<file path="config.mk">
export PLATFORM = sky130hd
export DESIGN_NAME = mbw_write_path
export DESIGN_NICKNAME = d
export VERILOG_FILES = /design/src/rtl/mbw_pkg.sv /design/src/rtl/mbw_mask_latch.sv /design/src/rtl/mbw_color_reg.sv /design/src/rtl/mbw_lane_decode.sv /design/src/rtl/mbw_write_path.sv
export SDC_FILE = /design/constraint.sdc
export NUM_CORES = 1
export LEC_CHECK = 0
export BUFFER_PORTS_ARGS = -buffer_cell sky130_fd_sc_hd__buf_4
export CAP_MARGIN = 20
export CORE_MARGIN = 2
export CORE_UTILIZATION = 29
export DETAILED_ROUTE_END_ITERATION = 8
export GPL_TIMING_DRIVEN = 1
export PLACE_DENSITY = 0.6
export REMOVE_ABC_BUFFERS = 1
export SKIP_LAST_GASP = 1
export SYNTH_ARGS = -nofsm -noshare
export SYNTH_HDL_FRONTEND = slang
export SYNTH_SLANG_ARGS = --single-unit
</file>
<file path="constraint.sdc">
create_clock -name clk -period 3.9 [get_ports clk]
set_input_delay 0.39 -clock clk [delete_from_list [all_inputs] [get_ports clk]]
set_output_delay 0.39 -clock clk [all_outputs]
set_load 0.02 [all_outputs]
</file>
<file path="src/rtl/mbw_pkg.sv">
package mbw_pkg;
    typedef enum logic [2:0] {
        ST_IDLE,
        ST_ROW_RW,
        ST_ROW_COLOR,
        ST_ROW_FLASH,
        ST_ROW_HOLD
    } mbw_state_e;
endpackage

</file>
<file path="src/rtl/mbw_mask_latch.sv">
module mbw_mask_latch #(
    parameter int DATA_W = 16
) (
    input  logic              clk,
    input  logic              rst_n,
    input  logic              load,
    input  logic              use_pins,
    input  logic [DATA_W-1:0] pins,
    output logic [DATA_W-1:0] mask_q
);
    // Captured once per row; all ones means every bit is writable.
    always_ff @(posedge clk) begin
        if (!rst_n) begin
            mask_q <= '1;
        end else if (load) begin
            mask_q <= use_pins ? pins : '1;
        end
    end
endmodule

</file>
<file path="src/rtl/mbw_color_reg.sv">
module mbw_color_reg #(
    parameter int DATA_W = 16
) (
    input  logic              clk,
    input  logic              rst_n,
    input  logic              load_lo,
    input  logic              load_hi,
    input  logic [DATA_W-1:0] pins,
    output logic [DATA_W-1:0] color_q
);
    localparam int BYTE_W = DATA_W / 2;

    always_ff @(posedge clk) begin
        if (!rst_n) begin
            color_q <= '0;
        end else begin
            if (load_lo) color_q[BYTE_W-1:0]      <= pins[BYTE_W-1:0];
            if (load_hi) color_q[DATA_W-1:BYTE_W] <= pins[DATA_W-1:BYTE_W];
        end
    end
endmodule

</file>
<file path="src/rtl/mbw_lane_decode.sv">
module mbw_lane_decode #(
    parameter int DATA_W = 16,
    parameter int LANES  = 8
) (
    input  logic                    is_block,
    input  logic [$clog2(LANES)-1:0] lane_sel,
    input  logic [DATA_W-1:0]       pins,
    input  logic [DATA_W-1:0]       mask,
    input  logic                    byte_lo,
    input  logic                    byte_hi,
    output logic [LANES*DATA_W-1:0] bit_en
);
    localparam int BYTE_W = DATA_W / 2;
    localparam int LSEL_W = $clog2(LANES);

    for (genvar c = 0; c < LANES; c++) begin : g_lane
        logic pick_lo;
        logic pick_hi;
        // Block mode: pins act as per-byte column selects; otherwise one lane by address.
        assign pick_lo = is_block ? pins[c]        : (lane_sel == LSEL_W'(c));
        assign pick_hi = is_block ? pins[BYTE_W+c] : (lane_sel == LSEL_W'(c));
        assign bit_en[c*DATA_W +: BYTE_W] =
            mask[BYTE_W-1:0] & {BYTE_W{pick_lo & byte_lo}};
        assign bit_en[c*DATA_W+BYTE_W +: BYTE_W] =
            mask[DATA_W-1:BYTE_W] & {BYTE_W{pick_hi & byte_hi}};
    end
endmodule

</file>
<file path="src/rtl/mbw_write_path.sv">
module mbw_write_path
    import mbw_pkg::*;
#(
    parameter int DATA_W = 16,
    parameter int LANES  = 8,
    parameter int COL_W  = 9
) (
    input  logic                    clk,
    input  logic                    rst_n,
    input  logic                    row_open,
    input  logic                    row_close,
    input  logic                    pre_col_strobe,
    input  logic                    pre_xfer,
    input  logic                    pre_wr_lo,
    input  logic                    pre_wr_hi,
    input  logic                    pre_func,
    input  logic                    col_go,
    input  logic                    col_func,
    input  logic [COL_W-1:0]        col_addr,
    input  logic                    col_wr_lo,
    input  logic                    col_wr_hi,
    input  logic [DATA_W-1:0]       din,
    output logic                    wr_valid,
    output logic                    wr_flash,
    output logic [COL_W-1:0]        wr_col_base,
    output logic [DATA_W-1:0]       wr_data,
    output logic [LANES*DATA_W-1:0] wr_bit_en,
    output logic [DATA_W-1:0]       color_q
);
    localparam int LSEL_W = $clog2(LANES);
    localparam int BYTE_W = DATA_W / 2;

    mbw_state_e state_q, state_d;
    logic [DATA_W-1:0]       mask_q;
    logic [LANES*DATA_W-1:0] dec_en;
    logic                    open_now;
    logic                    use_pins;
    logic                    col_live;
    logic                    flash_lo_q, flash_hi_q;

    assign open_now = row_open && (state_q == ST_IDLE);
    assign use_pins = pre_wr_lo | pre_wr_hi;
    assign col_live = col_go && !row_close;

    // Next-state selection
    always_comb begin
        state_d = state_q;
        unique case (state_q)
            ST_IDLE: begin
                if (row_open) begin
                    if (pre_col_strobe || pre_xfer)  state_d = ST_ROW_HOLD;
                    else if (pre_func && !use_pins)  state_d = ST_ROW_COLOR;
                    else if (pre_func)               state_d = ST_ROW_FLASH;
                    else                             state_d = ST_ROW_RW;
                end
            end
            ST_ROW_RW, ST_ROW_COLOR, ST_ROW_HOLD: begin
                if (row_close) state_d = ST_IDLE;
            end
            ST_ROW_FLASH: begin
                state_d = row_close ? ST_IDLE : ST_ROW_HOLD;
            end
            default: state_d = ST_IDLE;
        endcase
    end

    always_ff @(posedge clk) begin
        if (!rst_n) state_q <= ST_IDLE;
        else        state_q <= state_d;
    end

    always_ff @(posedge clk) begin
        if (!rst_n) begin
            flash_lo_q <= 1'b0;
            flash_hi_q <= 1'b0;
        end else if (open_now) begin
            flash_lo_q <= pre_wr_lo;
            flash_hi_q <= pre_wr_hi;
        end
    end

    mbw_mask_latch #(.DATA_W(DATA_W)) u_mask (
        .clk      (clk),
        .rst_n    (rst_n),
        .load     (open_now),
        .use_pins (use_pins),
        .pins     (din),
        .mask_q   (mask_q)
    );

    mbw_color_reg #(.DATA_W(DATA_W)) u_color (
        .clk     (clk),
        .rst_n   (rst_n),
        .load_lo (state_q == ST_ROW_COLOR && col_live && col_wr_lo),
        .load_hi (state_q == ST_ROW_COLOR && col_live && col_wr_hi),
        .pins    (din),
        .color_q (color_q)
    );

    mbw_lane_decode #(.DATA_W(DATA_W), .LANES(LANES)) u_dec (
        .is_block (col_func),
        .lane_sel (col_addr[LSEL_W-1:0]),
        .pins     (din),
        .mask     (mask_q),
        .byte_lo  (col_wr_lo),
        .byte_hi  (col_wr_hi),
        .bit_en   (dec_en)
    );

    // Output process: one-cycle write pulses
    always_ff @(posedge clk) begin
        if (!rst_n) begin
            wr_valid    <= 1'b0;
            wr_flash    <= 1'b0;
            wr_col_base <= '0;
            wr_data     <= '0;
            wr_bit_en   <= '0;
        end else begin
            wr_valid  <= 1'b0;
            wr_flash  <= 1'b0;
            wr_bit_en <= '0;
            unique case (state_q)
                ST_ROW_FLASH: begin
                    wr_valid    <= 1'b1;
                    wr_flash    <= 1'b1;
                    wr_col_base <= '0;
                    wr_data     <= color_q;
                    wr_bit_en   <= {LANES{mask_q &
                                   {{BYTE_W{flash_hi_q}}, {BYTE_W{flash_lo_q}}}}};
                end
                ST_ROW_RW: begin
                    if (col_live && (col_wr_lo || col_wr_hi)) begin
                        wr_valid    <= 1'b1;
                        wr_col_base <= {col_addr[COL_W-1:LSEL_W], {LSEL_W{1'b0}}};
                        wr_data     <= col_func ? color_q : din;
                        wr_bit_en   <= dec_en;
                    end
                end
                default: ;
            endcase
        end
    end


    mask_hold_chk: assert property (@(posedge clk) disable iff (!rst_n)
        (state_q != ST_IDLE && !row_close) |=> $stable(mask_q));

    color_guard_chk: assert property (@(posedge clk) disable iff (!rst_n)
        (state_q != ST_ROW_COLOR) |=> $stable(color_q));

    flash_src_chk: assert property (@(posedge clk) disable iff (!rst_n)
        wr_flash |-> (wr_valid && $past(state_q) == ST_ROW_FLASH));

    flash_pulse_chk: assert property (@(posedge clk) disable iff (!rst_n)
        wr_flash |=> !wr_flash);

    base_align_chk: assert property (@(posedge clk) disable iff (!rst_n)
        (wr_valid && !wr_flash) |-> (wr_col_base[LSEL_W-1:0] == '0));

    quiet_state_chk: assert property (@(posedge clk) disable iff (!rst_n)
        (state_q == ST_IDLE || state_q == ST_ROW_HOLD || state_q == ST_ROW_COLOR)
        |=> !wr_valid);
endmodule

</file>
==> results.md, run 1 <==
- Fraction of synthesis flops using an asynchronous set or reset pin: 0%
- Rel. slew slack: 28.2%
- TritonCTS buffer count: 17
- Half-perimeter wire length after detailed placement: 13.4 mm
- Number of top-level pins: 209
- Final setup violating endpoints: 0
- Worst-case setup margin in the final layout: 1220 ps
- Width of the chip: 152 um
- Top cells by area, synth: sky130_fd_sc_hd__dfxtp_1 60%, sky130_fd_sc_hd__a21oi_1 11%, sky130_fd_sc_hd__mux2i_1 5.2%
- Initial core utilization: 29.3%
- Biggest area consumer among synthesized cells: sky130_fd_sc_hd__dfxtp_1
- Average wire per cell in the routed design: 17.9 um
- Antenna violations before repair: 0
- Post-Layout Cell Count: 1,106
- Layout Area Growth over Synthesis: 36.0%
- CORE AREA: 21,700 um^2
- Synth top area share: 59.5%
- Number of port buffers: 205
- Area of the die: 23,100 um^2
- Number of filler instances in the final layout: 2,138
- Hold Fails Final Rpt: 0
- Maximum capacitance violations: 0
- Crit path buf inv count: 0
- Row count: 54
- Synthesized flop and latch total: 189
- Final clock period utilization by the worst path: 68.8%
- Drt drc: 0
- Number of enable flip-flop cells after synthesis: 0
- Vias in the first global route: 5,256
- Final count of pins violating max slew: 0
- Detailed-route wire length: 19.8 mm
- H-tree depth: 4
- Number of clock sinks seen by CTS: 189
- Setup TNS after final layout: 0 ps
- Kind of cell adding the most delay to the critical path: simple AND/OR/NAND/NOR gates
- Synth warnings: 0
- Number of antenna cells inserted: 0
- Synth Instances: 632
- Required time at the worst-slack endpoint: 4230 ps
- Drt via density: 4.86
- CP max stage cell: sky130_fd_sc_hd__nor4b_4
- GP Congestion: 0.751
- Initial DRC Count: 411
- Top cells by count, synth: 189 x sky130_fd_sc_hd__dfxtp_1, 139 x sky130_fd_sc_hd__a21oi_1, 54 x sky130_fd_sc_hd__nand2_1, 36 x sky130_fd_sc_hd__nor2_1, 33 x sky130_fd_sc_hd__mux2i_1
- Fraction of layout cells with a size suffix above 1: 30.0%
- Stage delay of the slowest cell on the critical path: 860 ps
- Total instance count after detailed placement: 1,074
- CTS Hold Bufs: 0
- Data arrival time of the critical path: 3010 ps
- Status: finished clean
- Peak fanout along the critical path: 19
- Via count: 5,372
- Number of post-CTS setup repair buffers: 0
- Crit end category: flop
- Part of the Yosys area used for sequential elements: 59.5%
- Type of origin of the critical path: flop
- Multi-input logic area: 2340 um^2
- Gates resized, CTS repair: 0
- Global-route wire length before repair: 30.6 mm
- Clock latency on the worst-skew pair: 430 ps
- Height of the die: 152 um
- Clock-pin slew on the worst setup and hold paths: 70 ps
- Maximum number of pins on one net before global-route repair: 65
- CTS tree: yes
- Worst Setup Slack post-DPL: 1270 ps
- Category of the critical setup timing path: reg -> reg
- Buffer depth of the longest clock path: 2
- Ordered list of cells on the worst path: nor4b_4 -> nand2_1 -> a221oi_1
- Worst Max-Slew Pin Slew: 1070 ps
- Post-synthesis cell area: 6360 um^2
- Residual overflow from global routing: 0
- Sequential cell area in the final layout: 3780 um^2
- Primary flip-flop cell chosen by synthesis mapping: sky130_fd_sc_hd__dfxtp_1
- Worst-case vdd ir drop: 0.269 mV
- Netlist cell types: 40
- Static leakage power: 3.35 nW
- Clock tree skew after final layout: 8.81 ps
- Tmin final: 2680 ps
- Hold/Removal Path Class: in -> reg
- Power density relative to cell area: 458 nW/um^2
- DRT Pass-1 Iters: 5
- Overall routing resource usage: 16.9%
- Utilization after layout: 39.9%
- Highest Clock Rate: 373 MHz
- Total power of the final layout: 0.00396 W
- Post-route ant nets: 0
- Synth Area per Inst: 10.1 um^2
- # nets final: 851
- Root buffer cell: sky130_fd_sc_hd__clkbuf_16
- Most numerous cell in the Yosys netlist: sky130_fd_sc_hd__dfxtp_1
- Unrepaired setup endpoints after global routing: false
## final cells by class
cell class | instances | share of cell area [%]
sequential | 189 | 43.7
timing repair buffer | 211 | 18.3
clock buffer | 21 | 5.32
inverter | 1 | 0.0434
clock inverter | 11 | 1.52
tap | 280 | 4.05
multi-input combinational | 393 | 27.0
## registers in the layout, indices dropped and copies added, names as in the netlist
register	flops
u_color.color_q	16
flash_lo_q	1
wr_bit_en	128
u_mask.mask_q	16
flash_hi_q	1
wr_col_base	6
state_q	3
wr_flash	1
wr_data	16
wr_valid	1
## per-stage QoR
| step | area (um^2) | hold WS [ps] |
|---|---|---|
| 6_report | 8650 | 213 |
| 5_1_grt | 8650 | 209 |
| 4_1_cts | 8650 | 194 |
| 3_5_place_dp | 8060 | 459 |
| 3_3_place_gp | 8060 | 454 |
| 2_1_floorplan | 6110 | 437 |
## cell usage in the layout, fill, tap and decap left out, types with 2 or more instances in the layout
master,n
sky130_fd_sc_hd__a2111oi_0,2
sky130_fd_sc_hd__a21oi_1,139
sky130_fd_sc_hd__a221oi_1,16
sky130_fd_sc_hd__and2_0,4
sky130_fd_sc_hd__and2_1,13
sky130_fd_sc_hd__and3b_1,3
sky130_fd_sc_hd__and4_1,2
sky130_fd_sc_hd__buf_4,211
sky130_fd_sc_hd__bufinv_16,2
sky130_fd_sc_hd__clkbuf_1,2
sky130_fd_sc_hd__clkbuf_16,17
sky130_fd_sc_hd__clkbuf_8,2
sky130_fd_sc_hd__clkinv_2,2
sky130_fd_sc_hd__clkinvlp_4,2
sky130_fd_sc_hd__conb_1,3
sky130_fd_sc_hd__dfxtp_1,189
sky130_fd_sc_hd__inv_6,3
sky130_fd_sc_hd__mux2i_1,33
sky130_fd_sc_hd__nand2_1,52
sky130_fd_sc_hd__nand2_2,2
sky130_fd_sc_hd__nand3_1,6
sky130_fd_sc_hd__nand4b_1,2
sky130_fd_sc_hd__nor2_1,36
sky130_fd_sc_hd__nor2b_1,3
sky130_fd_sc_hd__nor3_1,16
sky130_fd_sc_hd__nor4b_1,4
sky130_fd_sc_hd__nor4b_4,2
sky130_fd_sc_hd__nor4bb_1,3
sky130_fd_sc_hd__o2111ai_1,16
sky130_fd_sc_hd__o211ai_1,6
sky130_fd_sc_hd__o21ai_0,16
sky130_fd_sc_hd__o21ai_1,2
## metal layers
metal	part of all wire (%)	up-vias	track usage, %
met4	1.6	0	5.56
met3	7.0	16	5.19
met2	44	189	25.4
li1	-	2607	-
met5	0	-	0
met1	47	2560	23.2
## cells by family (layout without fill, tap and decap cells)
group	count (synthesis)	after routing	share of synthesized area [%]
flops	189	189	59.5
buf+inv	52	244	4.03
other cells	1	3	0.0590
compound gates	202	202	18.5
mux	33	33	5.19
simple gates	155	155	12.7
## path summary, 6_finish.rpt
path	startpoint	to	slack, ps	depth (start not counted)
worst min-delay path	pre_wr_lo	flash_lo_q	210	3
worst max register to register	state_q[0]	wr_data[14]	1220	3
worst min register to register	flash_hi_q	flash_hi_q	470	2
worst max-delay path	state_q[0]	wr_data[14]	1220	3
## tightest hold or removal path: stages
cell                      delay [ps]
sky130_fd_sc_hd__buf_4           110
sky130_fd_sc_hd__nand2_1          50
sky130_fd_sc_hd__a21oi_1          50
## power by group
part	internal, W	switching [W]
clock	0.000989	0.000773
combinational	0.0000818	0.000136
sequential	0.00195	0.0000254
No activity file was read; power rests on OpenSTA's default activity.
==> run 2: changes to the inputs <==
- PLACE_DENSITY: 0.6 -> 0.62
- clock period: 3.9 -> 2.35 ns (I/O delays scaled with it)
==> run 2 against run 1 <==
Effect of this change: critical path depth grew 1; sequential share of layout area shrank 0.69 points; hold slack worse by 150 ps; critical endpoint is now wr_data[12]; clock power rose by 60%; non-clock buffer count rose by 21; cell count up 1.8%; combinational power grew 71%; register-to-register slack got worse by 920 ps; sequential power increased by 66%; highest routed layer unchanged; via count increased by 0.48%.
==> results.md, run 2 (synthesized netlist as in run 1, its figures left out) <==
- Final clock period utilization by the worst path: 87.3% (+18 points)
- Buffer depth of the longest clock path: 2 (unchanged)
- Worst Max-Slew Pin Slew: 747 ps (-325 ps)
- Maximum capacitance violations: 0 (unchanged)
- Average wire per cell in the routed design: 17.5 um (-2.1%)
- H-tree depth: 4 (unchanged)
- Clock-pin slew on the worst setup and hold paths: 70 ps (about the same)
- Status: finished clean
- Leading cell types in the layout, fill and taps excluded: 232 x sky130_fd_sc_hd__buf_4, 189 x sky130_fd_sc_hd__dfxtp_1, 139 x sky130_fd_sc_hd__a21oi_1
- Overall routing resource usage: 16.6% (-0.34 points)
- DP Area: 8220 um^2 (+2.0%)
- Crit end category: flop
- Maximum number of pins on one net before global-route repair: 65 (unchanged)
- Setup TNS after final layout: 0 ps (unchanged)
- Number of flip-flops under the largest register name: 128 (unchanged)
- Clock latency on the worst-skew pair: 430 ps (about the same)
- Multi-input logic area: 2340 um^2 (unchanged)
- Highest Clock Rate: 488 MHz (+31%)
- Worst-case setup margin in the final layout: 299 ps (-917 ps)
- CTS tree: yes
- Number of port buffers: 205 (unchanged)
- Hold/Removal Path Class: in -> reg
- Post-route ant nets: 0 (unchanged)
- Most common cell after layout, fill and taps aside: sky130_fd_sc_hd__buf_4
- CP max stage cell: sky130_fd_sc_hd__dfxtp_1
- Total power of the final layout: 0.00647 W (+63%)
- Ordered list of cells on the worst path: nor4b_4 -> buf_4 -> nand2_1 -> a221oi_1
- Gates resized, CTS repair: 0 (unchanged)
- Final count of pins violating max slew: 0 (unchanged)
- Drt drc: 0 (unchanged)
- Number of top-level pins: 209 (unchanged)
- Category of the critical setup timing path: reg -> reg
- Worst Setup Slack post-DPL: 325 ps (-943 ps)
- Clock tree skew after final layout: 10.3 ps (+1.48 ps)
- Worst-case vdd ir drop: 0.428 mV (+59%)
- Height of the die: 152 um (unchanged)
- Final setup violating endpoints: 0 (unchanged)
- Layout Area Growth over Synthesis: 38.2%
- Cell area after layout: 8790 um^2 (+1.6%)
- Area of the die: 23,100 um^2 (unchanged)
- Rel. slew slack: 50.1% (+22 points)
- Root buffer cell: sky130_fd_sc_hd__clkbuf_16
- Vias in the first global route: 5,184 (-1.4%)
- Width of the chip: 152 um (unchanged)
- Power density relative to cell area: 736 nW/um^2 (+61%)
- Hold Fails Final Rpt: 0 (unchanged)
- DRT Pass-1 Iters: 5 (unchanged)
- Global-route wire length before repair: 29.8 mm (-2.4%)
- Unrepaired setup endpoints after global routing: false
- Stage delay of the slowest cell on the critical path: 590 ps (-270 ps)
- Tmin final: 2050 ps (-633 ps)
- TritonCTS buffer count: 17 (unchanged)
- Sequential cell area in the final layout: 3780 um^2 (unchanged)
- Most flops, register: wr_bit_en
- Type of origin of the critical path: flop
- CORE AREA: 21,700 um^2 (unchanged)
- # nets final: 872 (+2.5%)
- Half-perimeter wire length after detailed placement: 13.5 mm (+0.90%)
- CTS Hold Bufs: 0 (unchanged)
- Via count: 5,398 (+0.48%)
- Residual overflow from global routing: 0 (unchanged)
- GP Congestion: 0.785 (+4.6%)
- Required time at the worst-slack endpoint: 2680 ps (-1550 ps)
- Utilization after layout: 40.5% (+0.64 points)
- Antenna violations before repair: 0 (unchanged)
- Number of filler instances in the final layout: 2,174 (+1.7%)
- Row count: 54 (unchanged)
- Fraction of layout cells with a size suffix above 1: 31.7% (+1.7 points)
- Static leakage power: 3.44 nW (+2.7%)
- Detailed-route wire length: 19.8 mm (-0.29%)
- Initial DRC Count: 296 (-28%)
- Initial core utilization: 29.3% (unchanged)
- Number of post-CTS setup repair buffers: 0 (unchanged)
- Drt via density: 4.79 (-1.3%)
- Data arrival time of the critical path: 2380 ps (-630 ps)
- Number of clock sinks seen by CTS: 189 (unchanged)
- Peak fanout along the critical path: 17 (-2)
- Number of antenna cells inserted: 0 (unchanged)
## run 2: changes by cell type in the layout (fill, tap and decap cells not counted)
cell | before | now
sky130_fd_sc_hd__buf_4 | 211 | 232
sky130_fd_sc_hd__clkinv_4 | 1 | 6
sky130_fd_sc_hd__clkbuf_8 | 2 | 0
sky130_fd_sc_hd__clkinvlp_4 | 2 | 0
sky130_fd_sc_hd__inv_6 | 3 | 2
sky130_fd_sc_hd__inv_8 | 1 | 0
## run 2: cell type report
| cell class | count | area share (%) |
|---|---|---|
| inverter | 1 | 0.0427 |
| tap | 280 | 3.99 |
| clock inverter | 12 | 1.59 |
| clock buffer | 19 | 4.93 |
| multi-input combinational | 393 | 26.6 |
| sequential | 189 | 43.0 |
| timing repair buffer | 232 | 19.8 |
## run 2: where the power goes
group	switching, W	total (W)	internal [W]
Combinational	0.000227	0.000372	0.000144
Clock	0.00124	0.00282	0.00157
Sequential	0.0000389	0.00328	0.00324
Total	0.00151	0.00647	0.00496
## run 2: per-layer routing
metal  up-vias  wire (um)  share of wire, %  track usage [%]
met5         -          0                 0                0
met4         0        217               1.1             5.07
met3        14       1490               7.5             4.79
met2       194       8870                45             25.0
met1      2529       9180                46             22.9
li1       2661          -                 -                -
## run 2: path summary, 6_finish.rpt
check	start	endpoint	slack, ps	depth (start not counted)
max	state_q[0]	wr_data[12]	300	4
min	pre_wr_lo	flash_lo_q	60	3
max reg2reg	state_q[0]	wr_data[12]	300	4
min reg2reg	flash_lo_q	flash_lo_q	470	2
## run 2: critical path, delay by kind of cell, from the launching register on
kind            cells  cell delay, ps
simple gates        2             690
flops               1             590
compound gates      1             410
buf+inv             1             260
## run 2: per-stage QoR
| stage | std cells | hold slack [ps] |
|---|---|---|
| floorplan | 583 | 311 |
| global placement | 1095 | 456 |
| detailed placement | 1095 | 462 |
| CTS | 1126 | 48.8 |
| global route | 1126 | 55.6 |
| finish | 1126 | 61.4 |
